[config.mk]
export PLATFORM = sky130hd
export DESIGN_NAME = serial_run_ctl
export DESIGN_NICKNAME = d
export VERILOG_FILES = /design/src/rtl/serial_run_ctl_pkg.sv /design/src/rtl/rsc_reg_decode.sv /design/src/rtl/rsc_settle_timer.sv /design/src/rtl/rsc_state_fsm.sv /design/src/rtl/rsc_readback.sv /design/src/rtl/serial_run_ctl.sv
export SDC_FILE = /design/constraint.sdc
export NUM_CORES = 1
export LEC_CHECK = 0
export CAP_MARGIN = 20
export CORE_ASPECT_RATIO = 1.2
export CORE_MARGIN = 2
export CORE_UTILIZATION = 26
export DETAILED_ROUTE_END_ITERATION = 16
export PLACE_DENSITY = 0.87
export SLEW_MARGIN = 20
export SYNTH_ARGS = -nofsm -noshare
export SYNTH_HDL_FRONTEND = slang
export SYNTH_SLANG_ARGS = --single-unit
[constraint.sdc]
create_clock -name clk -period 1.83 [get_ports clk]
set_clock_uncertainty 0.15 [all_clocks]
set_input_delay 0.366 -clock clk [delete_from_list [all_inputs] [get_ports clk]]
set_output_delay 0.366 -clock clk [all_outputs]
set_load 0.01 [all_outputs]
[src/rtl/serial_run_ctl_pkg.sv]
package serial_run_ctl_pkg;

   typedef enum logic [1:0] {
      CORE_RESET = 2'd0,
      CORE_RUN   = 2'd1,
      CORE_CLEAR = 2'd2,
      CORE_PAUSE = 2'd3
   } core_state_e;

   localparam int STATE_W   = 2;
   localparam int VALID_POS = 2;

endpackage

[src/rtl/rsc_reg_decode.sv]
module rsc_reg_decode
   import serial_run_ctl_pkg::*;
#(
   parameter int          ADDR_W     = 8,
   parameter int          DATA_W     = 32,
   parameter logic [ADDR_W-1:0] STATE_ADDR = '0,
   parameter logic [ADDR_W-1:0] SWRST_ADDR = ADDR_W'(4)
) (
   input  logic              wr_en,
   input  logic [ADDR_W-1:0] wr_addr,
   input  logic [DATA_W-1:0] wr_data,
   output logic              state_wr,
   output core_state_e       req_code,
   output logic              soft_rst
);

   if (STATE_ADDR == SWRST_ADDR) begin : g_addr_clash
      $error("rsc_reg_decode: state and software-reset addresses must differ");
   end

   always_comb begin
      state_wr = wr_en && (wr_addr == STATE_ADDR);
      req_code = core_state_e'(wr_data[STATE_W-1:0]);
      soft_rst = wr_en && (wr_addr == SWRST_ADDR) && wr_data[0];
   end

endmodule

[src/rtl/rsc_settle_timer.sv]
module rsc_settle_timer #(
   parameter int SETTLE_CYC = 2
) (
   input  logic clk,
   input  logic rst_n,
   input  logic soft_rst,
   input  logic start,
   output logic busy,
   output logic done
);

   if (SETTLE_CYC < 1) begin : g_bad_settle
      $error("rsc_settle_timer: SETTLE_CYC must be at least 1");
   end

   logic busy_q;

   if (SETTLE_CYC == 1) begin : g_single
      always_ff @(posedge clk or negedge rst_n) begin
         if (!rst_n)          busy_q <= 1'b0;
         else if (soft_rst)   busy_q <= 1'b0;
         else if (busy_q)     busy_q <= 1'b0;
         else if (start)      busy_q <= 1'b1;
      end
      assign done = busy_q;
   end else begin : g_count
      localparam int CNT_W = $clog2(SETTLE_CYC);
      localparam logic [CNT_W-1:0] CNT_LOAD = CNT_W'(SETTLE_CYC - 1);
      logic [CNT_W-1:0] cnt_q;

      always_ff @(posedge clk or negedge rst_n) begin
         if (!rst_n) begin
            busy_q <= 1'b0;
            cnt_q  <= '0;
         end else if (soft_rst) begin
            busy_q <= 1'b0;
            cnt_q  <= '0;
         end else if (busy_q) begin
            if (cnt_q == '0) busy_q <= 1'b0;
            else             cnt_q  <= cnt_q - 1'b1;
         end else if (start) begin
            busy_q <= 1'b1;
            cnt_q  <= CNT_LOAD;
         end
      end
      assign done = busy_q && (cnt_q == '0);

      p_cnt_bound_r3: assert property (@(posedge clk) disable iff (!rst_n)
         cnt_q <= CNT_LOAD);
   end

   assign busy = busy_q;

   p_start_when_idle_r4: assert property (@(posedge clk) disable iff (!rst_n)
      start |-> !busy);
   p_busy_after_start_r3: assert property (@(posedge clk) disable iff (!rst_n)
      (start && !soft_rst) |=> busy);
   p_idle_after_done_r3: assert property (@(posedge clk) disable iff (!rst_n)
      done |=> !busy);

endmodule

[src/rtl/rsc_state_fsm.sv]
module rsc_state_fsm
   import serial_run_ctl_pkg::*;
(
   input  logic        clk,
   input  logic        rst_n,
   input  logic        soft_rst,
   input  logic        accept,
   input  core_state_e req_code,
   input  logic        apply,
   output core_state_e cur_state,
   output logic        run_en,
   output logic        dp_clear
);

   core_state_e pend_q;
   core_state_e state_q;
   logic        run_q;
   logic        clr_q;

   always_ff @(posedge clk or negedge rst_n) begin
      if (!rst_n)         pend_q <= CORE_RESET;
      else if (soft_rst)  pend_q <= CORE_RESET;
      else if (accept)    pend_q <= req_code;
   end

   always_ff @(posedge clk or negedge rst_n) begin
      if (!rst_n) begin
         state_q <= CORE_RESET;
         run_q   <= 1'b0;
         clr_q   <= 1'b0;
      end else if (soft_rst) begin
         state_q <= CORE_RESET;
         run_q   <= 1'b0;
         clr_q   <= 1'b1;
      end else if (apply) begin
         state_q <= (pend_q == CORE_CLEAR) ? CORE_RESET : pend_q;
         run_q   <= (pend_q == CORE_RUN);
         clr_q   <= (pend_q == CORE_RESET) || (pend_q == CORE_CLEAR);
      end else begin
         clr_q   <= 1'b0;
      end
   end

   assign cur_state = state_q;
   assign run_en    = run_q;
   assign dp_clear  = clr_q;

   p_run_only_in_run_r5: assert property (@(posedge clk) disable iff (!rst_n)
      run_en == (cur_state == CORE_RUN));
   p_clear_lands_reset_r8: assert property (@(posedge clk) disable iff (!rst_n)
      dp_clear |-> (cur_state == CORE_RESET));
   p_never_shows_clear_r8: assert property (@(posedge clk) disable iff (!rst_n)
      cur_state != CORE_CLEAR);
   p_hold_without_apply_r6: assert property (@(posedge clk) disable iff (!rst_n)
      (!apply && !soft_rst) |=> ($stable(cur_state) && !dp_clear));

endmodule

[src/rtl/rsc_readback.sv]
module rsc_readback
   import serial_run_ctl_pkg::*;
#(
   parameter int          ADDR_W     = 8,
   parameter int          DATA_W     = 32,
   parameter logic [ADDR_W-1:0] STATE_ADDR = '0
) (
   input  logic [ADDR_W-1:0] rd_addr,
   input  core_state_e       cur_state,
   input  logic              valid,
   output logic [DATA_W-1:0] rd_data
);

   if (DATA_W < VALID_POS + 1) begin : g_narrow
      $error("rsc_readback: DATA_W too small for the state register");
   end

   always_comb begin
      rd_data = '0;
      if (rd_addr == STATE_ADDR) begin
         rd_data[STATE_W-1:0] = cur_state;
         rd_data[VALID_POS]   = valid;
      end
   end

endmodule

[src/rtl/serial_run_ctl.sv]
module serial_run_ctl
   import serial_run_ctl_pkg::*;
#(
   parameter int          ADDR_W     = 8,
   parameter int          DATA_W     = 32,
   parameter int          SETTLE_CYC = 2,
   parameter logic [ADDR_W-1:0] STATE_ADDR = '0,
   parameter logic [ADDR_W-1:0] SWRST_ADDR = ADDR_W'(4)
) (
   input  logic              clk,
   input  logic              rst_n,
   input  logic              wr_en,
   input  logic [ADDR_W-1:0] wr_addr,
   input  logic [DATA_W-1:0] wr_data,
   input  logic [ADDR_W-1:0] rd_addr,
   output logic [DATA_W-1:0] rd_data,
   output logic              run_en,
   output logic              dp_clear
);

   logic        state_wr;
   logic        soft_rst;
   core_state_e req_code;
   logic        busy;
   logic        apply;
   logic        accept;
   logic        valid;
   core_state_e cur_state;

   rsc_reg_decode #(
      .ADDR_W(ADDR_W), .DATA_W(DATA_W),
      .STATE_ADDR(STATE_ADDR), .SWRST_ADDR(SWRST_ADDR)
   ) u_decode (
      .wr_en(wr_en), .wr_addr(wr_addr), .wr_data(wr_data),
      .state_wr(state_wr), .req_code(req_code), .soft_rst(soft_rst)
   );

   assign accept = state_wr && !busy;
   assign valid  = !busy;

   rsc_settle_timer #(.SETTLE_CYC(SETTLE_CYC)) u_timer (
      .clk(clk), .rst_n(rst_n), .soft_rst(soft_rst),
      .start(accept), .busy(busy), .done(apply)
   );

   rsc_state_fsm u_fsm (
      .clk(clk), .rst_n(rst_n), .soft_rst(soft_rst),
      .accept(accept), .req_code(req_code), .apply(apply),
      .cur_state(cur_state), .run_en(run_en), .dp_clear(dp_clear)
   );

   rsc_readback #(
      .ADDR_W(ADDR_W), .DATA_W(DATA_W), .STATE_ADDR(STATE_ADDR)
   ) u_readback (
      .rd_addr(rd_addr), .cur_state(cur_state), .valid(valid),
      .rd_data(rd_data)
   );

   p_valid_drops_r3: assert property (@(posedge clk) disable iff (!rst_n)
      (state_wr && valid && !soft_rst) |=> !valid);
   p_apply_sets_valid_r3: assert property (@(posedge clk) disable iff (!rst_n)
      apply |=> valid);
   p_ignore_busy_write_r4: assert property (@(posedge clk) disable iff (!rst_n)
      (state_wr && !valid && !apply) |=> ($stable(cur_state) && !valid));
   p_soft_reset_r9: assert property (@(posedge clk) disable iff (!rst_n)
      soft_rst |=> (cur_state == CORE_RESET && valid && !run_en && dp_clear));

endmodule

==> reports/qor.csv <==
metric;value;unit
clkLatencyLatePin;250;ps
startpoint;rd_addr[3];
cts-root-buf;clkbuf_4;
design_area;893.4;um2
finalHoldViolations;0;
fin_cells;137;
p_seq_share;45.2;%
clk_path_buf_depth;2;
maxSlewViolCount;0;
drcViolationCount;0;
comb_power_share;24.7;%
core-area;2577;um2
fmax;538.5;MHz
die_x;51.81;um
cts.sinks;8;
cts_setup_buffers;0;
pwr-share-clk;30.1;%
synth-seq-area-share;28.07;%
internal_power;0.0003157;W
grt_antenna_before_repair;0;
track_usage;8.932;%
worstRegToRegCells;3;
synth_warnings;0;
synth_area;713.2;um2
fp.dieArea;3180;um2
final_nets;157;
placed_area;890.9;um2
r2r_slack;580;ps
cp_num_cells;5;
ys_top_cells_by_area;buf_4, dfrtp_1, nor4b_4;
cts_tree;yes;
cp_top_family;simple AND/OR/NAND/NOR gates;
worstReg2RegStart;u_timer.busy;
busiest_layer;met2;
layout_min_cycle_time;1857;ps
status;complete, but fails checks;
drive_gt1_share;22.12;%
drv_cap;0;
final_core_util;34.66;%
synth_cell_types;30;
failed_checks;setup timing;
synthMostInstantiatedCell;buf_4;
power_switching;0.0001252;W
critPathMaxStageDelay;550;ps
htree_num_levels;1;
vdd_ir_drop_max;0.0003525;V
ios;85;
cp-end-kind;output pin;
r2r_end;u_fsm.pend_q[1];
first_global_vias;548;
diodes;0;
fin_ws;-27.00;ps
place_inst;134;
synth.top_cells.by_count;buf_4, dfrtp_1, nand2_1;
synth_mux_area_share;0;%
nFillCells;268;
drt-pass1-iter-count;2;
tns;-65.42;ps
min_path_type;primary input to asynchronous set/reset pin;
use_met3;5.583;%
crit_fanout;2;
worst-path-buf-inv;2;
timing_worst_setup_path_type;primary input to output pin;
numCtsBuffers;3;
row_count;20;
yosysTopAreaCell;buf_4;
p_per_area;493.6;nW/um2
synth_fa_ha_area_share;0;%
syn_to_final_growth;25.26;%
vias_per_cell;4.109;
start_util;27.67;%
cts_hold_buf;0;
place.gp.congestion;0.6980;
cp.arrival;1340;ps
crit_chain;clkbuf_2, or4_4, nor2_4, and2_1, buf_2;
leakagePower;0.4187;nW
synth_edf_count;0;
grt_max_degree;10;
wl;1310;um
synth_top_area_share;30.53;%
die_height;61.37;um
finalSetupViolCount;3;
dp_slack;-799.0;ps
io_buffers;25;
async_flop_share;100.0;%
avgRoutedWirePerCell;9.562;um
syn_area_per_cell;9.143;um2
synthFlopType;dfrtp_1;
startpoint_type;primary input;
drt_iter0_markers;2;
synthCells;78;
ys_ff_latch;8;
crit_path_end;rd_data[1];
synth_simple_gate_area_share;25.79;%
gr-usage-met2;17.77;%
critPathSlowestCell;or4_4;
sw_frac_of_total;28.40;%
worst_ep_required_time;1310;ps
postRouteAntennaNets;0;
rsz0062_at_grt;true;
synth_xor_xnor_area_share;0;%
clk_pin_slew;50;ps
synth-compound-area-share;12.81;%
grt_pass1_wl;2076;um
grtUsageMet1;7.681;%
synth_top_family_by_area;buffers and inverters;
min_period_over_period;101.5;%
grt-ovfl-total;0;
vias;563;
==> cell families (layout without fill, tap and decap cells) <==
logic type | count (synthesis) | count (layout)
AOI/OAI and AO/OA | 11 | 11
buffers and inverters | 33 | 31
other | 1 | 29
and+or+nand+nor | 25 | 25
DFF | 8 | 8
==> timing repair <==
action | CTS | global route
hold endpoints to repair | 0 | 0
gates resized for setup | 38 | 3
setup endpoints to repair | 3 | 3
pin swaps | 5 | 1
gates cloned | 0 | 0
==> cells in the final DEF, fill, tap and decap left out <==
cell / instances
clkdlybuf4s15_1: 1
o32ai_1: 1
nor2_4: 1
and2_2: 1
o32ai_2: 1
o22ai_1: 1
nor4b_4: 1
nor4_4: 1
buf_6: 3
nor3_1: 1
clkdlybuf4s50_1: 14
a2bb2oi_1: 2
clkbuf_2: 1
a21oi_1: 1
nor2_1: 1
or4_4: 2
inv_1: 2
a311o_1: 1
buf_2: 6
nor3b_1: 2
nand2_2: 1
buf_4: 1
conb_1: 29
a31oi_1: 3
and2_1: 2
a211o_1: 1
nand3_1: 1
clkbuf_4: 3
and3_2: 1
nor2b_1: 1
nand2b_1: 3
dfrtp_1: 8
nand2_1: 5
nor4bb_1: 1
==> metal layers <==
layer,wire [um],share of wire [%]
met5,0,0
met4,0,0
met3,180,14
met2,693,53
met1,435,33
==> power groups by stage <==
stage	logic, W	clock network (W)	registers, W
5_1_grt	0.000121	0.000149	0.000201
3_5_place_dp	0.000112	0	0.000202
2_1_floorplan	0.000101	0	0.000200
6_report	0.000109	0.000133	0.000199
3_3_place_gp	0.000109	0	0.000201
4_1_cts	0.000108	0.000137	0.000199
==> sequential cells by signal (all words and copies together), names as in the netlist <==
name and count:
u_fsm.cur_state 2, u_fsm.dp_clear 1, u_fsm.pend_q 2, u_fsm.run_en 1, u_timer.busy 1, u_timer.g_count.cnt_q 1
==> worst min-delay path by stage <==
stage	startpoint	end	slack [ps]	cells past startpoint
global placement	u_fsm.cur_state[0]	u_fsm.cur_state[0]	360	2
global route	rst_n	u_timer.g_count.cnt_q	270	1
floorplan	rst_n	u_fsm.cur_state[0]	-80	0
CTS	rst_n	u_timer.g_count.cnt_q	240	1
finish	rst_n	u_timer.g_count.cnt_q	230	1
detailed placement	u_fsm.pend_q[0]	u_fsm.dp_clear	360	1
==> cell type report <==
cell class                 instances  area, um2  area share (%)
tap                               33      41.29           4.622
timing repair buffer              26      226.5           25.35
inverter                           2      7.507          0.8403
sequential                         8      200.2           22.41
multi-input combinational         65      395.4           44.26
clock buffer                       3      22.52           2.521
==> per-stage QoR <==
stage | power (W) | hold WS (ps)
6_report | 0.0004409 | 235.0
5_1_grt | 0.0004705 | 272.5
4_1_cts | 0.0004440 | 239.8
3_5_place_dp | 0.0003142 | 364.3
3_3_place_gp | 0.0003102 | 357.2
2_1_floorplan | 0.0003010 | -79.59
(Power assumes the default switching activity.)
